**config.mk**
```make
export PLATFORM = sky130hd
export DESIGN_NAME = pin_func_arbiter
export DESIGN_NICKNAME = d
export VERILOG_FILES = /design/src/rtl/pm_pkg.sv /design/src/rtl/pm_periph_pick.sv /design/src/rtl/pm_pin_resolve.sv /design/src/rtl/pm_out_stage.sv /design/src/rtl/pin_func_arbiter.sv
export SDC_FILE = /design/constraint.sdc
export NUM_CORES = 1
export LEC_CHECK = 0
export ABC_AREA = 0
export BUFFER_PORTS_ARGS = -buffer_cell sky130_fd_sc_hd__buf_4
export CAP_MARGIN = 15
export CORE_AREA = 2 2 159 161
export CTS_CLUSTER_DIAMETER = 30
export CTS_CLUSTER_SIZE = 30
export DETAILED_ROUTE_END_ITERATION = 10
export DIE_AREA = 0 0 161 163
export GPL_ROUTABILITY_DRIVEN = 0
export GPL_TIMING_DRIVEN = 0
export PLACE_DENSITY_LB_ADDON = 0.05
export SYNTH_ARGS = -nofsm -noshare
export SYNTH_HDL_FRONTEND = slang
export SYNTH_SLANG_ARGS = --single-unit
export TNS_END_PERCENT = 20
```
**constraint.sdc**
```tcl
create_clock -name clk -period 0.8 [get_ports clk]
set_clock_uncertainty 0.05 [all_clocks]
set_input_delay 0.16 -clock clk [delete_from_list [all_inputs] [get_ports clk]]
set_output_delay 0.16 -clock clk [all_outputs]
set_load 0.005 [all_outputs]
```
**src/rtl/pm_pkg.sv**
```systemverilog
package pm_pkg;
  localparam int PORT_W   = 8;
  localparam int NPORT    = 3;
  localparam int NPIN     = PORT_W * NPORT;
  localparam int ADC_CH   = PORT_W;
  localparam int OWN_W    = 3;
  localparam int I2S_NSLOT = 4;
  localparam int I2S_BASE0 = 2;
  localparam int I2S_BASE1 = PORT_W + 4;
  localparam int RADIO_N   = 3;
  localparam int RADIO_BASE = PORT_W + 5;
  localparam int PRIO_LO  = PORT_W;
  localparam int PRIO_HI  = 2 * PORT_W - 1;
  localparam int PIN_TRIG = 2 * PORT_W;
  localparam int PIN_DD   = 2 * PORT_W + 1;
  localparam int PIN_DC   = 2 * PORT_W + 2;
  localparam int PIN_XT0  = 2 * PORT_W + 3;
  localparam int PIN_XT1  = 2 * PORT_W + 4;
  localparam int I2S_RX_SLOT = 2;

  typedef enum logic [OWN_W-1:0] {
    OWN_GPIO   = 3'd0,
    OWN_PERIPH = 3'd1,
    OWN_ADC    = 3'd2,
    OWN_DEBUG  = 3'd3,
    OWN_I2S    = 3'd4,
    OWN_RADIO  = 3'd5,
    OWN_XTAL   = 3'd6
  } owner_e;

  typedef struct packed {
    owner_e owner;
    logic   oe;
    logic   out;
    logic   ana;
  } pin_res_t;

  localparam int RES_W = $bits(pin_res_t);
endpackage

```
**src/rtl/pm_periph_pick.sv**
```systemverilog
module pm_periph_pick #(
  parameter int NPIN    = 24,
  parameter int PRIO_LO = 8,
  parameter int PRIO_HI = 15
) (
  input  logic [NPIN-1:0] a_req,
  input  logic [NPIN-1:0] a_out,
  input  logic [NPIN-1:0] a_oe,
  input  logic [NPIN-1:0] b_req,
  input  logic [NPIN-1:0] b_out,
  input  logic [NPIN-1:0] b_oe,
  input  logic            prio_b,
  output logic [NPIN-1:0] p_out,
  output logic [NPIN-1:0] p_oe
);
  for (genvar i = 0; i < NPIN; i++) begin : g_pin
    logic take_b;
    if (i >= PRIO_LO && i <= PRIO_HI) begin : g_prio
      assign take_b = b_req[i] & (prio_b | ~a_req[i]);
    end else begin : g_fixed
      assign take_b = b_req[i] & ~a_req[i];
    end
    always_comb begin
      if (take_b) begin
        p_out[i] = b_out[i];
        p_oe[i]  = b_oe[i];
      end else if (a_req[i]) begin
        p_out[i] = a_out[i];
        p_oe[i]  = a_oe[i];
      end else begin
        p_out[i] = 1'b0;
        p_oe[i]  = 1'b0;
      end
    end
  end
endmodule

```
**src/rtl/pm_pin_resolve.sv**
```systemverilog
module pm_pin_resolve
  import pm_pkg::*;
(
  input  logic     g_dir,
  input  logic     g_sel,
  input  logic     g_dout,
  input  logic     per_out,
  input  logic     per_oe,
  input  logic     adc_hit,
  input  logic     dbg_hit,
  input  logic     dbg_oe,
  input  logic     dbg_out,
  input  logic     i2s_hit,
  input  logic     i2s_oe,
  input  logic     i2s_out,
  input  logic     radio_hit,
  input  logic     radio_val,
  input  logic     xtal_hit,
  output pin_res_t res
);
  always_comb begin
    if (xtal_hit)       res = '{OWN_XTAL,   1'b0,    1'b0,      1'b1};
    else if (dbg_hit)   res = '{OWN_DEBUG,  dbg_oe,  dbg_out,   1'b0};
    else if (i2s_hit)   res = '{OWN_I2S,    i2s_oe,  i2s_out,   1'b0};
    else if (radio_hit) res = '{OWN_RADIO,  1'b1,    radio_val, 1'b0};
    else if (adc_hit)   res = '{OWN_ADC,    1'b0,    1'b0,      1'b1};
    else if (g_sel)     res = '{OWN_PERIPH, per_oe,  per_out,   1'b0};
    else                res = '{OWN_GPIO,   g_dir,   g_dout,    1'b0};
  end
endmodule

```
**src/rtl/pm_out_stage.sv**
```systemverilog
module pm_out_stage #(
  parameter int W   = 8,
  parameter bit REG = 1'b1
) (
  input  logic         clk,
  input  logic         rst_n,
  input  logic [W-1:0] d,
  output logic [W-1:0] q
);
  if (REG) begin : g_reg
    always_ff @(posedge clk or negedge rst_n) begin
      if (!rst_n) q <= '0;
      else        q <= d;
    end
    // each output carries the inputs of the previous edge
    p_one_cycle_r1: assert property (@(posedge clk) disable iff (!rst_n)
      $past(rst_n) |-> q == $past(d));
  end else begin : g_pass
    assign q = d;
  end
endmodule

```
**src/rtl/pin_func_arbiter.sv**
```systemverilog
module pin_func_arbiter
  import pm_pkg::*;
#(
  parameter bit REG_OUT = 1'b1,
  parameter int RCFG_W  = 6
) (
  input  logic                    clk,
  input  logic                    rst_n,
  input  logic [NPIN-1:0]         gpio_dir,
  input  logic [NPIN-1:0]         gpio_sel,
  input  logic [NPIN-1:0]         gpio_dout,
  input  logic [NPIN-1:0]         per_a_req,
  input  logic [NPIN-1:0]         per_a_out,
  input  logic [NPIN-1:0]         per_a_oe,
  input  logic [NPIN-1:0]         per_b_req,
  input  logic [NPIN-1:0]         per_b_out,
  input  logic [NPIN-1:0]         per_b_oe,
  input  logic                    prio_b_p1,
  input  logic [ADC_CH-1:0]       adc_ana_en,
  input  logic                    dbg_active,
  input  logic                    dbg_dd_oe,
  input  logic                    dbg_dd_out,
  input  logic                    i2s_en,
  input  logic                    i2s_loc,
  input  logic                    i2s_sck_out,
  input  logic                    i2s_sck_oe,
  input  logic                    i2s_ws_out,
  input  logic                    i2s_ws_oe,
  input  logic                    i2s_tx_out,
  input  logic                    i2s_tx_oe,
  input  logic [RADIO_N*RCFG_W-1:0] radio_cfg,
  input  logic [RADIO_N-1:0]      radio_stat,
  input  logic                    osc32_run,
  input  logic                    adc_trig_en,
  input  logic                    trig_pin_in,
  output logic [NPIN-1:0]         pin_out,
  output logic [NPIN-1:0]         pin_oe,
  output logic [NPIN-1:0]         pin_ana,
  output logic [NPIN*OWN_W-1:0]   pin_owner,
  output logic                    adc_trig
);
  localparam int STAGE_W = NPIN * RES_W + 1;

  logic [NPIN-1:0] per_out, per_oe;
  logic [I2S_NSLOT-1:0] slot_out, slot_oe;
  pin_res_t res [NPIN];
  logic [STAGE_W-1:0] stage_d, stage_q;
  logic trig_c;

  assign slot_out = {i2s_tx_out, 1'b0, i2s_ws_out, i2s_sck_out};
  assign slot_oe  = {i2s_tx_oe,  1'b0, i2s_ws_oe,  i2s_sck_oe};

  pm_periph_pick #(.NPIN(NPIN), .PRIO_LO(PRIO_LO), .PRIO_HI(PRIO_HI)) i_pick (
    .a_req(per_a_req), .a_out(per_a_out), .a_oe(per_a_oe),
    .b_req(per_b_req), .b_out(per_b_out), .b_oe(per_b_oe),
    .prio_b(prio_b_p1), .p_out(per_out), .p_oe(per_oe)
  );

  for (genvar i = 0; i < NPIN; i++) begin : g_pin
    logic adc_hit, dbg_hit, dbg_oe, dbg_out;
    logic i2s_hit, i2s_oe, i2s_out;
    logic radio_hit, radio_val, xtal_hit;

    if (i < ADC_CH) begin : g_adc
      assign adc_hit = adc_ana_en[i];
    end else begin : g_noadc
      assign adc_hit = 1'b0;
    end

    if (i == PIN_DD) begin : g_dd
      assign dbg_hit = dbg_active;
      assign dbg_oe  = dbg_dd_oe;
      assign dbg_out = dbg_dd_out;
    end else if (i == PIN_DC) begin : g_dc
      assign dbg_hit = dbg_active;
      assign dbg_oe  = 1'b0;
      assign dbg_out = 1'b0;
    end else begin : g_nodbg
      assign dbg_hit = 1'b0;
      assign dbg_oe  = 1'b0;
      assign dbg_out = 1'b0;
    end

    if (i >= I2S_BASE0 && i < I2S_BASE0 + I2S_NSLOT) begin : g_i2s0
      assign i2s_hit = i2s_en & ~i2s_loc;
      assign i2s_oe  = slot_oe[i - I2S_BASE0];
      assign i2s_out = slot_out[i - I2S_BASE0];
    end else if (i >= I2S_BASE1 && i < I2S_BASE1 + I2S_NSLOT) begin : g_i2s1
      assign i2s_hit = i2s_en & i2s_loc;
      assign i2s_oe  = slot_oe[i - I2S_BASE1];
      assign i2s_out = slot_out[i - I2S_BASE1];
    end else begin : g_noi2s
      assign i2s_hit = 1'b0;
      assign i2s_oe  = 1'b0;
      assign i2s_out = 1'b0;
    end

    if (i >= RADIO_BASE && i < RADIO_BASE + RADIO_N) begin : g_radio
      assign radio_hit = (|radio_cfg[(i-RADIO_BASE)*RCFG_W +: RCFG_W]) & ~i2s_en;
      assign radio_val = radio_stat[i - RADIO_BASE];
    end else begin : g_noradio
      assign radio_hit = 1'b0;
      assign radio_val = 1'b0;
    end

    if (i == PIN_XT0 || i == PIN_XT1) begin : g_xt
      assign xtal_hit = ~osc32_run;
    end else begin : g_noxt
      assign xtal_hit = 1'b0;
    end

    pm_pin_resolve i_res (
      .g_dir(gpio_dir[i]), .g_sel(gpio_sel[i]), .g_dout(gpio_dout[i]),
      .per_out(per_out[i]), .per_oe(per_oe[i]),
      .adc_hit(adc_hit),
      .dbg_hit(dbg_hit), .dbg_oe(dbg_oe), .dbg_out(dbg_out),
      .i2s_hit(i2s_hit), .i2s_oe(i2s_oe), .i2s_out(i2s_out),
      .radio_hit(radio_hit), .radio_val(radio_val),
      .xtal_hit(xtal_hit),
      .res(res[i])
    );

    assign stage_d[i*RES_W +: RES_W] = res[i];
    assign pin_owner[i*OWN_W +: OWN_W] = stage_q[i*RES_W + 3 +: OWN_W];
    assign pin_oe[i]  = stage_q[i*RES_W + 2];
    assign pin_out[i] = stage_q[i*RES_W + 1];
    assign pin_ana[i] = stage_q[i*RES_W];

    // analog pins never drive
    p_ana_quiet_r10: assert property (@(posedge clk) disable iff (!rst_n)
      res[i].ana |-> (!res[i].oe && !res[i].out &&
        (res[i].owner == OWN_ADC || res[i].owner == OWN_XTAL)));
    // I2S enable blocks every radio status output
    p_radio_blocked_r8: assert property (@(posedge clk) disable iff (!rst_n)
      i2s_en |-> res[i].owner != OWN_RADIO);
  end

  assign trig_c = adc_trig_en & ~gpio_sel[PIN_TRIG] & ~gpio_dir[PIN_TRIG] & trig_pin_in;
  assign stage_d[STAGE_W-1] = trig_c;

  pm_out_stage #(.W(STAGE_W), .REG(REG_OUT)) i_stage (
    .clk(clk), .rst_n(rst_n), .d(stage_d), .q(stage_q)
  );
  assign adc_trig = stage_q[STAGE_W-1];

  // crystal pins go analog while the oscillator control is low
  p_xtal_claim_r9: assert property (@(posedge clk) disable iff (!rst_n)
    !osc32_run |-> (res[PIN_XT0].owner == OWN_XTAL && res[PIN_XT1].owner == OWN_XTAL));
  // debug clock pin is an input owned by debug
  p_dbg_clock_r6: assert property (@(posedge clk) disable iff (!rst_n)
    dbg_active |-> (res[PIN_DC].owner == OWN_DEBUG && !res[PIN_DC].oe));
  // a trigger is only taken from a GPIO input pin
  p_trig_input_r11: assert property (@(posedge clk) disable iff (!rst_n)
    trig_c |-> (res[PIN_TRIG].owner == OWN_GPIO && !res[PIN_TRIG].oe));
  // the receive slot never drives
  p_i2s_rx_r7: assert property (@(posedge clk) disable iff (!rst_n)
    (i2s_en && !i2s_loc) |-> (res[I2S_BASE0+I2S_RX_SLOT].owner == OWN_I2S &&
                              !res[I2S_BASE0+I2S_RX_SLOT].oe));
endmodule

```
==> out/qor.yml <==
flow_run:
  max_cap_viol_count: 0
routing:
  drcViolationCount: 0
  dr_wl_met2_mm: 10.3
  drt-total-wl_mm: 18.4
  wl_met1_mm: 6.03
  viasPerCell: 3.92
  drt_pre_antenna_iters: 4
  drt_first_iter_violations: 108
  wire_per_inst_um: 15.6
  top_layer_used: "met4"
  wl_met3_mm: 1.93
  vias: 4624
  drtAntennaViolNets: 0
global_route:
  grt_first_pass_wirelength_mm: 26.2
  grt_pass1_vias: 4732
  grt_max_degree: 53
  overflow: 0
  gr-usage-all-layers_pct: 13.3
  antenna_found_initial: 0
cells_and_area:
  antenna_cells: 0
  layout_commonest_cell: "buf_4"
  regMostFlops: "i_stage.q"
  reg_top3: "i_stage.q x88"
  seq_area_mm2: 0.00220
  drive_gt1_share_pct: 59.2
  nNetsFinal: 1107
  area_delta_synth_final_pct: 114
  largest_reg_flops: 88
  final.fill_count: 2575
  final_cell_mix: "buf_4 (307), buf_6 (126), dfrtp_1 (86)"
  final_cell_area_mm2: 0.00892
  multi_input_area_mm2: 0.00189
timing:
  rsz0062_at_grt: "yes"
  setup_ws_ps: -469
  finalSetupViolations: 119
  finalCritPeriodShare_pct: 159
  worstMarginPinSlew_ps: 528
  slew_headroom_pct: 64.8
  finalCriticalPeriod_ps: 1270
  fmax_mhz: 788
  slew_violations: 0
  hold_violations: 54
  whs_ps: -263
cts:
  cts_root_buf: "clkbuf_16"
  cts_tree: "built"
  cts_sinks: 88
  htree_levels: 3
  cts_buffers: 9
  clkTransAtPathRegs_ps: 70
  clockBufferDepth: 2
critical_path:
  worstPathCellList: "buf_6 > buf_6"
  crit_path_start: "i_stage.q[125]$_DFF_PN0_"
  crit_fanout: 6
  startpoint_type: "register"
  required_ps: 590
  endpoint_kind: "primary output"
  critPathSlowestCell: "dfrtp_2"
  critPathArrivalTime_ps: 1060
  crit_top_cell: "buf_6"
  critPathMaxStageDelay_ps: 480
  path_class: "reg -> out"
power_and_ir_drop:
  seqPwrFrac_pct: 37.6
  p_sw_share_pct: 23.9
  p_per_area_mw_per_mm2: 1470
  p_leak_nw: 4.44
  p_switching_mw: 3.14
  p_int_mw: 10.0
  combPwrFrac_pct: 25.9
  pwr-share-clk_pct: 36.5
  peakVddDrop_uv: 1010
logic_synthesis:
  netlist_area_mm2: 0.00416
  seq_area_frac_synth_pct: 52.9
  synth_seq_cells: 88
  synth.avg_cell_area_um2: 10.5
  ys_warn_count: 0
  ys_dominant_reg_cell: "dfrtp_1"
  async_reset_ff_share_pct: 100
  yosysUniqueCellTypes: 37
  synth_edf_count: 0
  synthCells: 395
floorplan:
  pin_count: 407
  num_rows: 58
  dieArea_mm2: 0.0262
  die_h_um: 163
  die_x_um: 161
  floorplan.initialDensity_pct: 16.9
  fp.coreArea_mm2: 0.0247
worst_hold_path:
  worstHoldPathType: "in -> async"
run_status:
  status: "finished with violations"
  violations: "negative hold slack, negative setup slack"
placement:
  io_buffers: 366
  dp.final_hpwl_mm: 15.2
  place_area_mm2: 0.00757
==> how the worst max path moves through the flow <==
stage / endpoint / slack [ps] / cells after the start
6_report: pin_owner[59] / -470 / 2
5_1_grt: pin_owner[61] / -510 / 2
4_1_cts: pin_ana[20] / -500 / 2
3_5_place_dp: i_stage.q[92]$_DFF_PN0_ / -700 / 5
3_3_place_gp: i_stage.q[92]$_DFF_PN0_ / -670 / 5
2_1_floorplan: i_stage.q[92]$_DFF_PN0_ / -260 / 4
==> cell type report <==
class / count / share of cell area (%)
clock inverters: 5 / 1.19
repair buffers: 400 / 39.3
flip-flops and latches: 88 / 24.7
plain buffers: 61 / 6.04
inverters: 6 / 0.309
well taps: 330 / 4.63
clock buffers: 10 / 2.57
multi-input cells: 279 / 21.2
==> kinds of logic (layout without fill, tap and decap cells) <==
family                 Yosys count  in the layout  synth area share (%)
muxes                            9              9                  2.20
AOI/OAI and AO/OA              120            120                  19.9
other                            1             40                0.0901
and+or+nand+nor                110            110                  13.4
DFF                             88             88                  52.9
buffers and inverters           67            482                  11.5
==> what timing repair did <==
action,CTS,global route
endpoints found under the setup margin,126,158
gates resized for setup,146,46
buffers inserted,4,0
gates cloned,0,0
pin swaps,8,7
hold buffers,24,5
hold endpoints to repair,107,64
==> routing by layer <==
layer  vias up  GRT usage, %
met5         -             0
met4         0          4.22
met3        10          5.30
met2       255          26.3
met1      2144          12.5
li1       2215             -
==> Yosys cell counts, types with 2 or more instances <==
library cell  instances  area [µm²]
dfrtp_1              88        2200
buf_4                57         428
nor2_1               48         180
a22oi_1              30         225
a21oi_1              28         140
nor2b_1              25         156
a211oi_1             17         128
and2_1               12        75.1
o21ai_0              10        50.1
mux2i_1               8        80.1
nand2_1               8        30.0
a22o_1                6        52.6
a32oi_1               6        52.6
a21o_1                5        37.5
inv_1                 5        18.8
nand2b_1              4        25.0
nor3b_1               4        30.0
or2_2                 4        25.0
buf_2                 3        15.0
nor4_1                3        18.8
o21ai_1               3        15.0
a2111oi_0             2        17.5
a21boi_0              2        15.0
a221o_1               2        20.0
a41oi_1               2        17.5
o211ai_1              2        15.0
==> power by group through the flow <==
| stage | sequential, mW | clock (mW) | combinational, mW |
|---|---|---|---|
| 2_1_floorplan | 4.98 | 0 | 0.824 |
| 3_3_place_gp | 4.95 | 0 | 2.88 |
| 3_5_place_dp | 4.96 | 0 | 2.92 |
| 4_1_cts | 4.94 | 5.07 | 3.35 |
| 5_1_grt | 4.96 | 5.26 | 3.69 |
| 6_report | 4.94 | 4.80 | 3.41 |
==> critical path: cells and delay by family, from the launching register on <==
kind,cells,cell delay [ps]
flip-flops,1,480
buffers and inverters,2,240
==> metrics by stage <==
step           setup slack [ps]  TNS, ps  instances  power [mW]  utilization [%]
3_5_place_dp               -702   -24830       1131        7.88             30.7
5_1_grt                    -511   -34270       1179        13.9             36.2
4_1_cts                    -499   -33390       1174        13.4             35.4
6_report                   -469   -29240       1179        13.1             36.2
3_3_place_gp               -675   -62220       1130        7.84             30.6
2_1_floorplan              -265    -3360        434        5.80                -
(Power assumes the default switching activity.)
